File: src/rtl/presettle_sar_pkg.sv
package presettle_sar_pkg;
  localparam int unsigned NUM_DAC = 3;
  typedef enum logic [1:0] {
    ROLE_IDLE = 2'd0,
    ROLE_ACT  = 2'd1,
    ROLE_HI   = 2'd2,
    ROLE_LO   = 2'd3
  } dac_role_e;
endpackage

File: src/rtl/sar_bit_seq.sv
module sar_bit_seq #(
  parameter int unsigned N_BITS = 8,
  localparam int unsigned IW = (N_BITS > 1) ? $clog2(N_BITS) : 1
) (
  input  logic              clk_i,
  input  logic              rst_ni,
  input  logic              start_i,
  input  logic              done_i,
  input  logic              dec_i,
  output logic              launch_o,
  output logic              decide_o,
  output logic              last_o,
  output logic [IW-1:0]     next_idx_o,
  output logic [N_BITS-1:0] next_part_o,
  output logic [N_BITS-1:0] result_o,
  output logic              valid_o
);
  logic              busy_q, valid_q;
  logic [IW-1:0]     idx_q;
  logic [N_BITS-1:0] part_q;

  assign launch_o = start_i & ~busy_q;
  assign decide_o = done_i & busy_q;
  assign last_o   = decide_o & (idx_q == '0);

  always_comb begin
    next_part_o = part_q;
    if (launch_o)      next_part_o = '0;
    else if (decide_o) next_part_o[idx_q] = dec_i;
    next_idx_o = launch_o ? IW'(N_BITS - 1) : idx_q - 1'b1;
  end

  always_ff @(posedge clk_i or negedge rst_ni) begin
    if (!rst_ni) begin
      busy_q  <= 1'b0;
      valid_q <= 1'b0;
      idx_q   <= '0;
      part_q  <= '0;
    end else begin
      valid_q <= last_o;
      if (launch_o)    busy_q <= 1'b1;
      else if (last_o) busy_q <= 1'b0;
      if (launch_o || decide_o) begin
        part_q <= next_part_o;
        idx_q  <= next_idx_o;
      end
    end
  end

  assign result_o = part_q;
  assign valid_o  = valid_q;

  AST_VALID_ONE_CYCLE: assert property (@(posedge clk_i) disable iff (!rst_ni)
    valid_q |=> !valid_q);
  AST_LAST_GIVES_RESULT: assert property (@(posedge clk_i) disable iff (!rst_ni)
    last_o |=> (valid_q && !busy_q));
  AST_START_IGNORED: assert property (@(posedge clk_i) disable iff (!rst_ni)
    (busy_q && start_i && !done_i) |=> (busy_q && $stable(idx_q) && $stable(part_q)));
  AST_IDLE_DONE_IGNORED: assert property (@(posedge clk_i) disable iff (!rst_ni)
    (!busy_q && done_i && !start_i) |=> (!busy_q && !valid_q));
  AST_HOLD_NO_STROBE: assert property (@(posedge clk_i) disable iff (!rst_ni)
    (busy_q && !done_i) |=> ($stable(idx_q) && $stable(part_q)));
endmodule

File: src/rtl/sar_role_map.sv
module sar_role_map
  import presettle_sar_pkg::*;
(
  input  logic               clk_i,
  input  logic               rst_ni,
  input  logic               launch_i,
  input  logic               decide_i,
  input  logic               last_i,
  input  logic               dec_i,
  output dac_role_e          role_o      [NUM_DAC],
  output dac_role_e          next_role_o [NUM_DAC],
  output logic [NUM_DAC-1:0] sel_o
);
  dac_role_e role_q [NUM_DAC];

  for (genvar i = 0; i < NUM_DAC; i++) begin : g_slot
    always_comb begin
      next_role_o[i] = role_q[i];
      if (launch_i) begin
        next_role_o[i] = (i == 0) ? ROLE_ACT : (i == 1) ? ROLE_HI : ROLE_LO;
      end else if (last_i) begin
        next_role_o[i] = ROLE_IDLE;
      end else if (decide_i) begin
        unique case (role_q[i])
          ROLE_ACT: next_role_o[i] = ROLE_HI;
          ROLE_HI:  next_role_o[i] = dec_i ? ROLE_ACT : ROLE_LO;
          ROLE_LO:  next_role_o[i] = dec_i ? ROLE_LO : ROLE_ACT;
          default:  next_role_o[i] = ROLE_IDLE;
        endcase
      end
    end

    always_ff @(posedge clk_i or negedge rst_ni) begin
      if (!rst_ni) role_q[i] <= ROLE_IDLE;
      else         role_q[i] <= next_role_o[i];
    end

    assign role_o[i] = role_q[i];
    assign sel_o[i]  = (role_q[i] == ROLE_ACT);
  end

  AST_SEL_ONEHOT0: assert property (@(posedge clk_i) disable iff (!rst_ni)
    $onehot0(sel_o));
  AST_LAUNCH_SELECTS_ONE: assert property (@(posedge clk_i) disable iff (!rst_ni)
    launch_i |=> (sel_o == 3'b001));
  AST_HANDOVER_MOVES: assert property (@(posedge clk_i) disable iff (!rst_ni)
    (decide_i && !last_i) |=> ($countones(sel_o) == 1 && sel_o != $past(sel_o)));
endmodule

File: src/rtl/sar_dac_slot.sv
module sar_dac_slot
  import presettle_sar_pkg::*;
#(
  parameter int unsigned N_BITS = 8,
  localparam int unsigned IW = (N_BITS > 1) ? $clog2(N_BITS) : 1
) (
  input  logic              clk_i,
  input  logic              rst_ni,
  input  logic              load_i,
  input  dac_role_e         role_i,
  input  dac_role_e         next_role_i,
  input  logic [N_BITS-1:0] next_part_i,
  input  logic [IW-1:0]     next_idx_i,
  output logic [N_BITS-1:0] code_o
);
  localparam logic [N_BITS-1:0] ONE = N_BITS'(1);

  logic [N_BITS-1:0] code_q, code_d, bit_k, bit_trial;

  always_comb begin
    bit_k     = ONE << next_idx_i;
    bit_trial = (next_idx_i != '0) ? (ONE << (next_idx_i - 1'b1)) : '0;
    unique case (next_role_i)
      ROLE_ACT: code_d = next_part_i | bit_k;
      ROLE_HI:  code_d = next_part_i | bit_k | bit_trial;
      ROLE_LO:  code_d = next_part_i | bit_trial;
      default:  code_d = '0;
    endcase
  end

  always_ff @(posedge clk_i or negedge rst_ni) begin
    if (!rst_ni)     code_q <= '0;
    else if (load_i) code_q <= code_d;
  end

  assign code_o = code_q;

  AST_ACTIVE_CODE_HELD: assert property (@(posedge clk_i) disable iff (!rst_ni)
    (load_i && next_role_i == ROLE_ACT && role_i != ROLE_IDLE) |=> $stable(code_q));
  AST_NO_LOAD_HOLD: assert property (@(posedge clk_i) disable iff (!rst_ni)
    !load_i |=> $stable(code_q));
endmodule

File: src/rtl/presettle_sar_ctrl.sv
module presettle_sar_ctrl
  import presettle_sar_pkg::*;
#(
  parameter int unsigned N_BITS = 8
) (
  input  logic                        clk_i,
  input  logic                        rst_ni,
  input  logic                        start_i,
  input  logic                        cmp_done_i,
  input  logic [NUM_DAC-1:0]          cmp_dec_i,
  output logic [NUM_DAC-1:0]          cmp_sel_o,
  output logic [NUM_DAC*N_BITS-1:0]   dac_code_o,
  output logic [N_BITS-1:0]           result_o,
  output logic                        result_valid_o
);
  localparam int unsigned IW = (N_BITS > 1) ? $clog2(N_BITS) : 1;

  logic              launch, decide, last, dec;
  logic [IW-1:0]     next_idx;
  logic [N_BITS-1:0] next_part;
  dac_role_e         role [NUM_DAC];
  dac_role_e         next_role [NUM_DAC];

  // merged decision stream: only the enabled comparator counts
  assign dec = |(cmp_dec_i & cmp_sel_o);

  sar_bit_seq #(.N_BITS(N_BITS)) u_seq (
    .clk_i       (clk_i),
    .rst_ni      (rst_ni),
    .start_i     (start_i),
    .done_i      (cmp_done_i),
    .dec_i       (dec),
    .launch_o    (launch),
    .decide_o    (decide),
    .last_o      (last),
    .next_idx_o  (next_idx),
    .next_part_o (next_part),
    .result_o    (result_o),
    .valid_o     (result_valid_o)
  );

  sar_role_map u_roles (
    .clk_i       (clk_i),
    .rst_ni      (rst_ni),
    .launch_i    (launch),
    .decide_i    (decide),
    .last_i      (last),
    .dec_i       (dec),
    .role_o      (role),
    .next_role_o (next_role),
    .sel_o       (cmp_sel_o)
  );

  for (genvar i = 0; i < NUM_DAC; i++) begin : g_dac
    sar_dac_slot #(.N_BITS(N_BITS)) u_slot (
      .clk_i       (clk_i),
      .rst_ni      (rst_ni),
      .load_i      (launch | decide),
      .role_i      (role[i]),
      .next_role_i (next_role[i]),
      .next_part_i (next_part),
      .next_idx_i  (next_idx),
      .code_o      (dac_code_o[i*N_BITS +: N_BITS])
    );
  end

  AST_IDLE_CODES_ZERO: assert property (@(posedge clk_i) disable iff (!rst_ni)
    (cmp_sel_o == '0) |-> (dac_code_o == '0));
  AST_VALID_ENDS_SELECT: assert property (@(posedge clk_i) disable iff (!rst_ni)
    result_valid_o |-> (cmp_sel_o == '0));
endmodule

File: config.mk
export PLATFORM = sky130hd
export DESIGN_NAME = presettle_sar_ctrl
export DESIGN_NICKNAME = d
export VERILOG_FILES = /design/src/rtl/presettle_sar_pkg.sv /design/src/rtl/sar_bit_seq.sv /design/src/rtl/sar_role_map.sv /design/src/rtl/sar_dac_slot.sv /design/src/rtl/presettle_sar_ctrl.sv
export SDC_FILE = /design/constraint.sdc
export NUM_CORES = 1
export LEC_CHECK = 0
export BUFFER_PORTS_ARGS = -buffer_cell sky130_fd_sc_hd__buf_2
export CELL_PAD_IN_SITES_DETAIL_PLACEMENT = 0
export CELL_PAD_IN_SITES_GLOBAL_PLACEMENT = 1
export CORE_UTILIZATION = 43
export DETAILED_ROUTE_END_ITERATION = 7
export PLACE_DENSITY_LB_ADDON = 0.1
export SLEW_MARGIN = 10
export SYNTH_ARGS = -nofsm -noshare
export SYNTH_HDL_FRONTEND = slang
export SYNTH_SLANG_ARGS = --single-unit
File: constraint.sdc
create_clock -name clk_i -period 3.6 [get_ports clk_i]
set_clock_uncertainty 0.1 [all_clocks]
set_input_delay 0.72 -clock clk_i [delete_from_list [all_inputs] [get_ports clk_i]]
set_output_delay 0.72 -clock clk_i [all_outputs]
set_load 0.02 [all_outputs]
==> results of run 1 <==
## cells in the mapped netlist, types with 3 or more instances
| cell | instances | area, um^2 |
|---|---|---|
| nand2_1 | 42 | 158 |
| o211ai_1 | 6 | 45.0 |
| a31oi_1 | 6 | 37.5 |
| nor2_1 | 21 | 78.8 |
| a21oi_1 | 21 | 105 |
| nand3_1 | 7 | 35.0 |
| nor2b_1 | 6 | 37.5 |
| a221oi_1 | 8 | 70.1 |
| a221o_1 | 6 | 60.1 |
| o21ai_0 | 29 | 145 |
| nand3b_1 | 4 | 30.0 |
| buf_2 | 7 | 35.0 |
| or2_1 | 4 | 25.0 |
| dfrtp_1 | 43 | 1080 |
| inv_1 | 9 | 33.8 |
| a22oi_1 | 7 | 52.6 |
| a211oi_1 | 7 | 52.6 |
| xnor2_1 | 3 | 26.3 |
| and3_1 | 3 | 18.8 |
| nand2b_1 | 4 | 25.0 |
| ha_1 | 4 | 50.1 |
| and3b_1 | 3 | 26.3 |
| o311ai_1 | 3 | 26.3 |
| nor3_1 | 12 | 60.1 |
| clkbuf_1 | 6 | 22.5 |
| nor3_4 | 3 | 48.8 |
| a311oi_1 | 5 | 43.8 |
## sequential cells by signal (all words and copies together), names as in the netlist
signal / count
g_dac.u_slot.code_o: 24
u_roles.role_o: 6
u_seq.busy_q: 1
u_seq.idx_q: 3
u_seq.result_o: 8
u_seq.valid_o: 1
## through the flow
stage / util / setup slack (ns) / power [mW]
after floorplan: - / 0.819 / 2.48
after global placement: 0.496 / 0.540 / 3.15
after detailed placement: 0.496 / 0.609 / 3.13
after CTS: 0.513 / 0.566 / 3.52
after global routing: 0.513 / 0.227 / 3.84
final: 0.513 / 0.517 / 3.54
## final cells by class
| class | count | area share |
|---|---|---|
| flip-flops and latches | 43 | 0.350 |
| clock inverters | 1 | 0.00977 |
| inverters | 10 | 0.0130 |
| multi-input cells | 245 | 0.492 |
| well taps | 75 | 0.0305 |
| clock buffers | 6 | 0.0236 |
| repair buffers | 47 | 0.0806 |
## tightest hold or removal path: stages, from the launching register on
cell and delay [ns]:
dfrtp_1 0.35, nand2_1 0.04, o21ai_0 0.06
## kinds of logic after synthesis
kind of cell	after synthesis	share of synthesized area
XOR/XNOR	4	0.0129
AND/OR/NAND/NOR	124	0.241
flip-flops	43	0.396
AO/OA/AOI/OAI	110	0.272
multiplexers	3	0.0115
buffers and inverters	27	0.0475
adder cells (fa/ha/maj)	4	0.0184
## worst paths after layout
check                      cells past startpoint                 startpoint  slack [ns]                         to
min reg2reg                                    2  g_dac[2].u_slot.code_o[6]        0.39  g_dac[2].u_slot.code_o[6]
min                                            2  g_dac[2].u_slot.code_o[6]        0.39  g_dac[2].u_slot.code_o[6]
max                                           11             u_seq.idx_q[1]        0.52  g_dac[1].u_slot.code_o[1]
max in group asynchronous                      1                     rst_ni        2.29          u_seq.result_o[3]
max reg2reg                                   11             u_seq.idx_q[1]        0.52  g_dac[1].u_slot.code_o[1]
min in group asynchronous                      1                     rst_ni        0.46          u_roles.role_o[1]
## per-layer routing
| metal | share of wire | vias up | wire length, um |
|---|---|---|---|
| li1 | - | 1240 | - |
| met1 | 0.48 | 1283 | 3970 |
| met2 | 0.46 | 100 | 3820 |
| met3 | 0.059 | 7 | 490 |
| met4 | 0.0092 | 0 | 77 |
| met5 | 0 | - | 0 |
## where the power goes
part	switching [mW]	internal [mW]
sequential	0.188	0.674
clock	0.173	0.204
combinational	1.52	0.789
==> results_dict.tcl, run 1 <==
set metrics [dict create \
    status "finished clean" \
    syn2layout_area_growth_pct 13.2 \
    antenna_cells 0 \
    synth_edf_count 0 \
    grt-busiest-layer "met2" \
    clock.fmax_ghz 0.324 \
    drv_cap 0 \
    start_kind "flip-flop" \
    dpl.hpwl_mm 6.00 \
    fin_crit_ns 3.08 \
    grt_remaining_overflow 0 \
    cts_tree "yes" \
    start_util 0.453 \
    die-area_um2 6640 \
    fillCellCount 596 \
    layout-drive-gt1-share 0.190 \
    powerDensity_nw_per_um2 1150 \
    tightest_slew_ns 0.999 \
    met1_usage 0.415 \
    viasPerCell 6.16 \
    synth_cells 315 \
    avgSynthCellArea_um2 8.62 \
    cp_num_buf_inv 2 \
    ant_nets 0 \
    drc 0 \
    grt_max_degree 44 \
    wirelength_mm 8.36 \
    synth-async-reset-ratio 1.00 \
    setup_viol 0 \
    ys_types 56 \
    relSlewSlack 0.334 \
    gp_congestion 0.847 \
    placedCellCount 420 \
    path_cells "inv_1, ha_1, xnor2_1, nand2_1, inv_1, ha_1, nor2_1, a211oi_1, o21ai_0, and3_1, a221o_1" \
    clk_latency_ns 0.30 \
    io_pins 43 \
    rows 28 \
    grt_antenna_before_repair 0 \
    setup_tns_ns 0 \
    holdBufCountCts 0 \
    grtUsageMet3 0.0533 \
    grt_usage 0.280 \
    regArea_um2 1080 \
    crit_slowest_cell "dfrtp_1" \
    post_cts_buffers 0 \
    yosysSeqAreaShare 0.396 \
    dr.first_iter.drc_count 257 \
    clockRootBuffer "clkbuf_8" \
    rsz0062_at_grt "no" \
    slowest_delay_ns 0.47 \
    synthesis.nets 326 \
    clk_pin_slew_ns 0.08 \
    core-area_um2 5990 \
    layout.nets 363 \
    die_x_um 81.5 \
    worst-path-max-fanout 8 \
    grtUsageMet2 0.417 \
    dpl_cell_area_um2 2970 \
    yosys_warnings 0 \
    clock_path_buffers 2 \
    drv_slew 0 \
    fin_cells 427 \
    vdd_ir_drop_max_mv 0.438 \
    period_share 0.856 \
    avgRoutedWirePerCell_um 19.6 \
    p_leak_nw 1.43 \
    holdWs_ns 0.386 \
    portBuffers 42 \
    hold_class "reg -> reg" \
    vias 2630 \
    synth-seq-cells 43 \
    final_area_um2 3070 \
    hold_viol_final 0 \
    critical_path.top_delay_family "compound AO/OA/AOI/OAI gates" \
    die_h_um 81.5 \
    grt_pass1_vias 2565 \
    required_ns 3.69 \
    final_common_cell "dfrtp_1" \
    cts_buffers 5 \
    cts_resized 0 \
    worstPathArrival_ns 3.17 \
    h-tree-depth 2 \
    worstSetupPathType "reg -> reg" \
    final_cell_mix "43 x dfrtp_1, 42 x nand2_1, 42 x buf_2" \
    endpoint_kind "flip-flop" \
    synthesis.area_um2 2720 \
    synthFlopType "dfrtp_1" \
    cts.sinks 43 \
    dr.pass1.iters 5 \
    grt_pass1_wl_mm 13.8 \
    multi_input_area_um2 1510 \
]
Note: power is estimated with default switching activity, not from simulation.
==> run 2, diff against run 1 <==
--- a/config.mk
+++ b/config.mk
@@ -10,8 +10,7 @@
 export CELL_PAD_IN_SITES_GLOBAL_PLACEMENT = 1
 export CORE_UTILIZATION = 43
 export DETAILED_ROUTE_END_ITERATION = 7
-export PLACE_DENSITY_LB_ADDON = 0.1
-export SLEW_MARGIN = 10
+export PLACE_DENSITY = 0.81
 export SYNTH_ARGS = -nofsm -noshare
 export SYNTH_HDL_FRONTEND = slang
 export SYNTH_SLANG_ARGS = --single-unit
==> run 2 against run 1 <==
Against the previous run:
- die area unchanged
- cell count unchanged
- flip-flop and latch count unchanged
- count of clock-buffer cells in the layout decreased by 1
- utilization decreased by 0.31 points
- total power decreased by 2.0%
- register-to-register slack got worse by 0.08 ns
- wire length decreased by 0.24%
- highest routed layer unchanged
==> results_dict.tcl, run 2 (same netlist as run 1, synthesis figures left out) <==
set metrics [dict create \
    grt_remaining_overflow 0 \
    rows 28 \
    dpl.hpwl_mm 6.04 \
    hold_viol_final 0 \
    endpoint_kind "flip-flop" \
    drv_slew 0 \
    grt_max_degree 44 \
    reg2regPathDepth 11 \
    core-area_um2 5990 \
    layout-drive-gt1-share 0.193 \
    wirelength_mm 8.34 \
    pwr-share-comb 0.662 \
    largest_reg_flops 24 \
    regToRegSetupSlack_ns 0.44 \
    grt_pass1_wl_mm 13.6 \
    worstSetupPathType "reg -> reg" \
    dr.first_iter.drc_count 243 \
    holdBufCountCts 0 \
    hold_class "reg -> reg" \
    worstPathArrival_ns 3.25 \
    p_int_mw 1.59 \
    worstReg2RegEnd "g_dac[1].u_slot.code_o[1]" \
    tightest_slew_ns 0.972 \
    required_ns 3.69 \
    syn2layout_area_growth_pct 12.5 \
    power_switching_mw 1.88 \
    vias 2639 \
    cts_resized 0 \
    seqPwrFrac 0.251 \
    fin_crit_ns 3.16 \
    die-area_um2 6640 \
    cts_buffers 5 \
    h-tree-depth 2 \
    min_from "g_dac[2].u_slot.code_o[7]" \
    clockRootBuffer "clkbuf_8" \
    ant_nets 0 \
    p_clk_frac 0.087 \
    start_util 0.453 \
    period_share 0.879 \
    rsz0062_at_grt "no" \
    powerDensity_nw_per_um2 1140 \
    vdd_ir_drop_max_mv 0.422 \
    worst-path-max-fanout 12 \
    setup_viol 0 \
    grt_pass1_vias 2545 \
    layout.nets 364 \
    die_h_um 81.5 \
    relSlewSlack 0.352 \
    status "finished clean" \
    clk_latency_ns 0.30 \
    final_common_cell "dfrtp_1" \
    clk_pin_slew_ns 0.09 \
    start_kind "flip-flop" \
    antenna_cells 0 \
    cts.sinks 43 \
    avgRoutedWirePerCell_um 19.5 \
    drc 0 \
    portBuffers 42 \
    min_to "g_dac[2].u_slot.code_o[7]" \
    post_cts_buffers 0 \
    final_util 0.510 \
    setup_tns_ns 0 \
    final_cell_mix "43 x dfrtp_1, 42 x nand2_1, 42 x buf_2" \
    p_leak_nw 1.42 \
    dr.pass1.iters 5 \
    grt_antenna_before_repair 0 \
    worstReg2RegStart "u_seq.idx_q[0]" \
    die_x_um 81.5 \
    drv_cap 0 \
    clock_path_buffers 2 \
    cts_tree "yes" \
    clock.fmax_ghz 0.316 \
    whs_path_depth 2 \
    grt_usage 0.279 \
    viasPerCell 6.18 \
    io_pins 43 \
    gp_congestion 0.961 \
    swShare 0.541 \
]
-- run 2: cell count changes in the layout (fill, tap and decap cells not counted) --
| cell | before | now |
|---|---|---|
| clkbuf_1 | 1 | 0 |
| buf_4 | 5 | 6 |
| clkinvlp_4 | 0 | 1 |
| bufinv_16 | 1 | 0 |
-- run 2: per-layer routing --
layer / vias up / GRT usage / wire length, um / part of all wire
met5: - / 0 / 0 / 0
li1: 1242 / - / - / -
met4: 0 / 0.125 / 233 / 0.028
met3: 18 / 0.0567 / 618 / 0.074
met1: 1263 / 0.405 / 3820 / 0.46
met2: 116 / 0.398 / 3670 / 0.44
-- run 2: power groups by stage --
stage / Clock (mW) / Sequential, mW / Combinational (mW)
floorplan: 0 / 0.945 / 1.53
global placement: 0 / 0.874 / 2.25
detailed placement: 0 / 0.878 / 2.24
CTS: 0.309 / 0.869 / 2.25
global route: 0.327 / 0.902 / 2.53
finish: 0.300 / 0.873 / 2.30
-- run 2: final cells by class --
type | count | area, um^2
timing repair buffer | 48 | 255
clock buffer | 5 | 68.8
sequential | 43 | 1080
clock inverter | 1 | 7.51
fill | 593 | 2940
inverter | 10 | 40.0
multi-input combinational | 245 | 1510
tap | 75 | 93.8
-- run 2: worst max path at each step --
| stage | start | to | slack [ns] |
|---|---|---|---|
| 2_1_floorplan | u_seq.idx_q[0] | g_dac[1].u_slot.code_o[1] | 0.82 |
| 5_1_grt | u_seq.idx_q[0] | g_dac[1].u_slot.code_o[1] | 0.15 |
| 3_3_place_gp | u_seq.idx_q[0] | g_dac[1].u_slot.code_o[1] | 0.71 |
| 3_5_place_dp | u_seq.idx_q[0] | g_dac[1].u_slot.code_o[1] | 0.52 |
| 4_1_cts | u_seq.idx_q[0] | g_dac[1].u_slot.code_o[1] | 0.50 |
| 6_report | u_seq.idx_q[0] | g_dac[1].u_slot.code_o[1] | 0.44 |
-- run 2: worst max-delay path, cell delays in order (launching register included) --
cell and delay (ns):
dfrtp_1 0.55, inv_1 0.15, ha_1 0.28, xnor2_1 0.35, nand2_1 0.15, inv_1 0.11
ha_1 0.28, nor2_1 0.12, a211oi_1 0.38, o21ai_0 0.14, and3_1 0.21, a221o_1 0.25
-- run 2: per-stage QoR --
stage	total power [mW]	std cells	setup slack (ns)	hold slack (ns)	instance area, um^2
2_1_floorplan	2.48	315	0.819	0.324	2720
3_3_place_gp	3.12	421	0.711	0.366	2980
3_5_place_dp	3.11	421	0.523	0.370	2980
4_1_cts	3.43	427	0.498	0.389	3050
5_1_grt	3.76	427	0.149	0.402	3050
6_report	3.47	427	0.437	0.382	3050
==> run 3, diff against run 2 <==
==> constraint.sdc (replaced) <==
create_clock -name clk_i -period 3.6 [get_ports clk_i]
set_clock_uncertainty 0.1 [all_clocks]
set_input_delay 0.18 -clock clk_i [delete_from_list [all_inputs] [get_ports clk_i]]
set_output_delay 0.18 -clock clk_i [all_outputs]
set_load 0.02 [all_outputs]
==> run 3 against run 2 <==
Against the previous run:
- utilization increased by 0.54 points
- sequential share of layout area decreased by 0.37 points
- clock power increased by 27%
- combinational power about the same
- first-iteration DRC count increased by 39%
- final area increased by 1.1%
- worst hold slack got worse by 0.34 ns
- sequential power about the same
- global-route usage decreased by 0.12 points
- worst setup slack got worse by 0.086 ns
==> results_dict.tcl, run 3 (same netlist as run 1, synthesis figures left out) <==
set metrics [dict create \
    final_util 0.515 \
    grt_antenna_before_repair 0 \
    wirelength_mm 8.34 \
    die_h_um 81.5 \
    dpl_cell_area_um2 2970 \
    hold_class "in -> reg" \
    cts_resized 0 \
    holdWs_ns 0.0380 \
    cts_tree "yes" \
    io_pins 43 \
    final_area_um2 3090 \
    slowest_delay_ns 0.55 \
    core-area_um2 5990 \
    antenna_cells 0 \
    status "finished clean" \
    worst-path-max-fanout 12 \
    rows 28 \
    grt_max_degree 44 \
    viasPerCell 6.24 \
    worstPathArrival_ns 3.33 \
    cts.sinks 43 \
    p_leak_nw 1.44 \
    hold_viol_final 0 \
    holdBufCountCts 1 \
    post_cts_buffers 0 \
    clk_pin_slew_ns 0.09 \
    layout-drive-gt1-share 0.193 \
    m1WireLength_mm 3.84 \
    syn2layout_area_growth_pct 13.7 \
    start_kind "flip-flop" \
    required_ns 3.69 \
    path_cells "inv_1, ha_1, xnor2_1, nand2_1, inv_1, ha_1, nor2_1, a211oi_1, o21ai_0, and3_1, a221o_1" \
    drv_slew 0 \
    vdd_ir_drop_max_mv 0.414 \
    dr.pass1.iters 5 \
    ant_nets 0 \
    clk_latency_ns 0.30 \
    period_share 0.902 \
    tightest_slew_ns 0.987 \
    crit_slowest_cell "dfrtp_1" \
    final_common_cell "dfrtp_1" \
    critical_path.top_delay_family "compound AO/OA/AOI/OAI gates" \
    dr_wl_met3_um 654 \
    endpoint_kind "flip-flop" \
    top_layer "met4" \
    dpl.hpwl_mm 5.88 \
    grt_pass1_vias 2538 \
    start_util 0.453 \
    largest_reg_flops 24 \
    setup_tns_ns 0 \
    rsz0062_at_grt "no" \
    setup_viol 0 \
    vias 2671 \
    layout.nets 364 \
    gp_congestion 0.946 \
    drc 0 \
    die-area_um2 6640 \
    powerDensity_nw_per_um2 1150 \
    relSlewSlack 0.342 \
    cp_num_buf_inv 2 \
    final_cell_mix "43 x dfrtp_1, 42 x nand2_1, 42 x buf_2" \
    clockRootBuffer "clkbuf_8" \
    fin_ws_ns 0.351 \
    worstSetupPathType "reg -> reg" \
    grt_pass1_wl_mm 13.5 \
    routed-wl-met2_mm 3.64 \
    drv_cap 0 \
    portBuffers 42 \
    cts_buffers 5 \
    h-tree-depth 2 \
    fin_crit_ns 3.25 \
    avgRoutedWirePerCell_um 19.5 \
    clock_path_buffers 2 \
    clock.fmax_ghz 0.308 \
    grt_usage 0.278 \
    grt_remaining_overflow 0 \
    preCtsSetupSlack_ns 0.482 \
    dr.first_iter.drc_count 338 \
    die_x_um 81.5 \
]
## run 3: power by group
| group | total [mW] | leakage [nW] | switching (mW) | internal (mW) |
|---|---|---|---|---|
| sequential | 0.871 | 0.548 | 0.197 | 0.674 |
| combinational | 2.29 | 0.839 | 1.50 | 0.788 |
| clock | 0.380 | 0.0502 | 0.177 | 0.203 |
## run 3: worst paths after layout
kind	startpoint	endpoint	slack, ns	depth (start not counted)
worst max register to register	u_seq.idx_q[0]	g_dac[1].u_slot.code_o[1]	0.35	11
worst min-delay path	start_i	u_seq.busy_q	0.04	3
worst min register to register	g_dac[2].u_slot.code_o[7]	g_dac[2].u_slot.code_o[7]	0.38	2
min in group asynchronous	rst_ni	u_roles.role_o[0]	0.47	2
max in group asynchronous	rst_ni	u_seq.result_o[1]	2.31	2
worst max-delay path	u_seq.idx_q[0]	g_dac[1].u_slot.code_o[1]	0.35	11
## run 3: worst register-to-register path: stages, from the launching register on
cell and delay [ns]:
dfrtp_1 0.55, inv_1 0.16, ha_1 0.29, xnor2_1 0.34
nand2_1 0.15, inv_1 0.10, ha_1 0.26, nor2_1 0.11
a211oi_1 0.43, o21ai_0 0.18, and3_1 0.22, a221o_1 0.26
## run 3: area by class of cell
class | instances | area [um^2]
clock inverter | 2 | 37.5
timing repair buffer | 48 | 258
inverter | 10 | 40.0
tap | 75 | 93.8
clock buffer | 5 | 68.8
multi-input combinational | 245 | 1510
fill | 575 | 2900
sequential | 43 | 1080
## run 3: metrics by stage
step | total power, mW | cells
after floorplan | 2.48 | 315
after global placement | 3.11 | 420
after detailed placement | 3.11 | 420
after CTS | 3.50 | 428
after global routing | 3.83 | 428
final | 3.54 | 428
## run 3: routing by layer
| layer | vias up | track usage |
|---|---|---|
| met5 | - | 0 |
| met4 | 0 | 0.104 |
| met3 | 18 | 0.0544 |
| met2 | 123 | 0.395 |
| met1 | 1282 | 0.413 |
| li1 | 1248 | - |
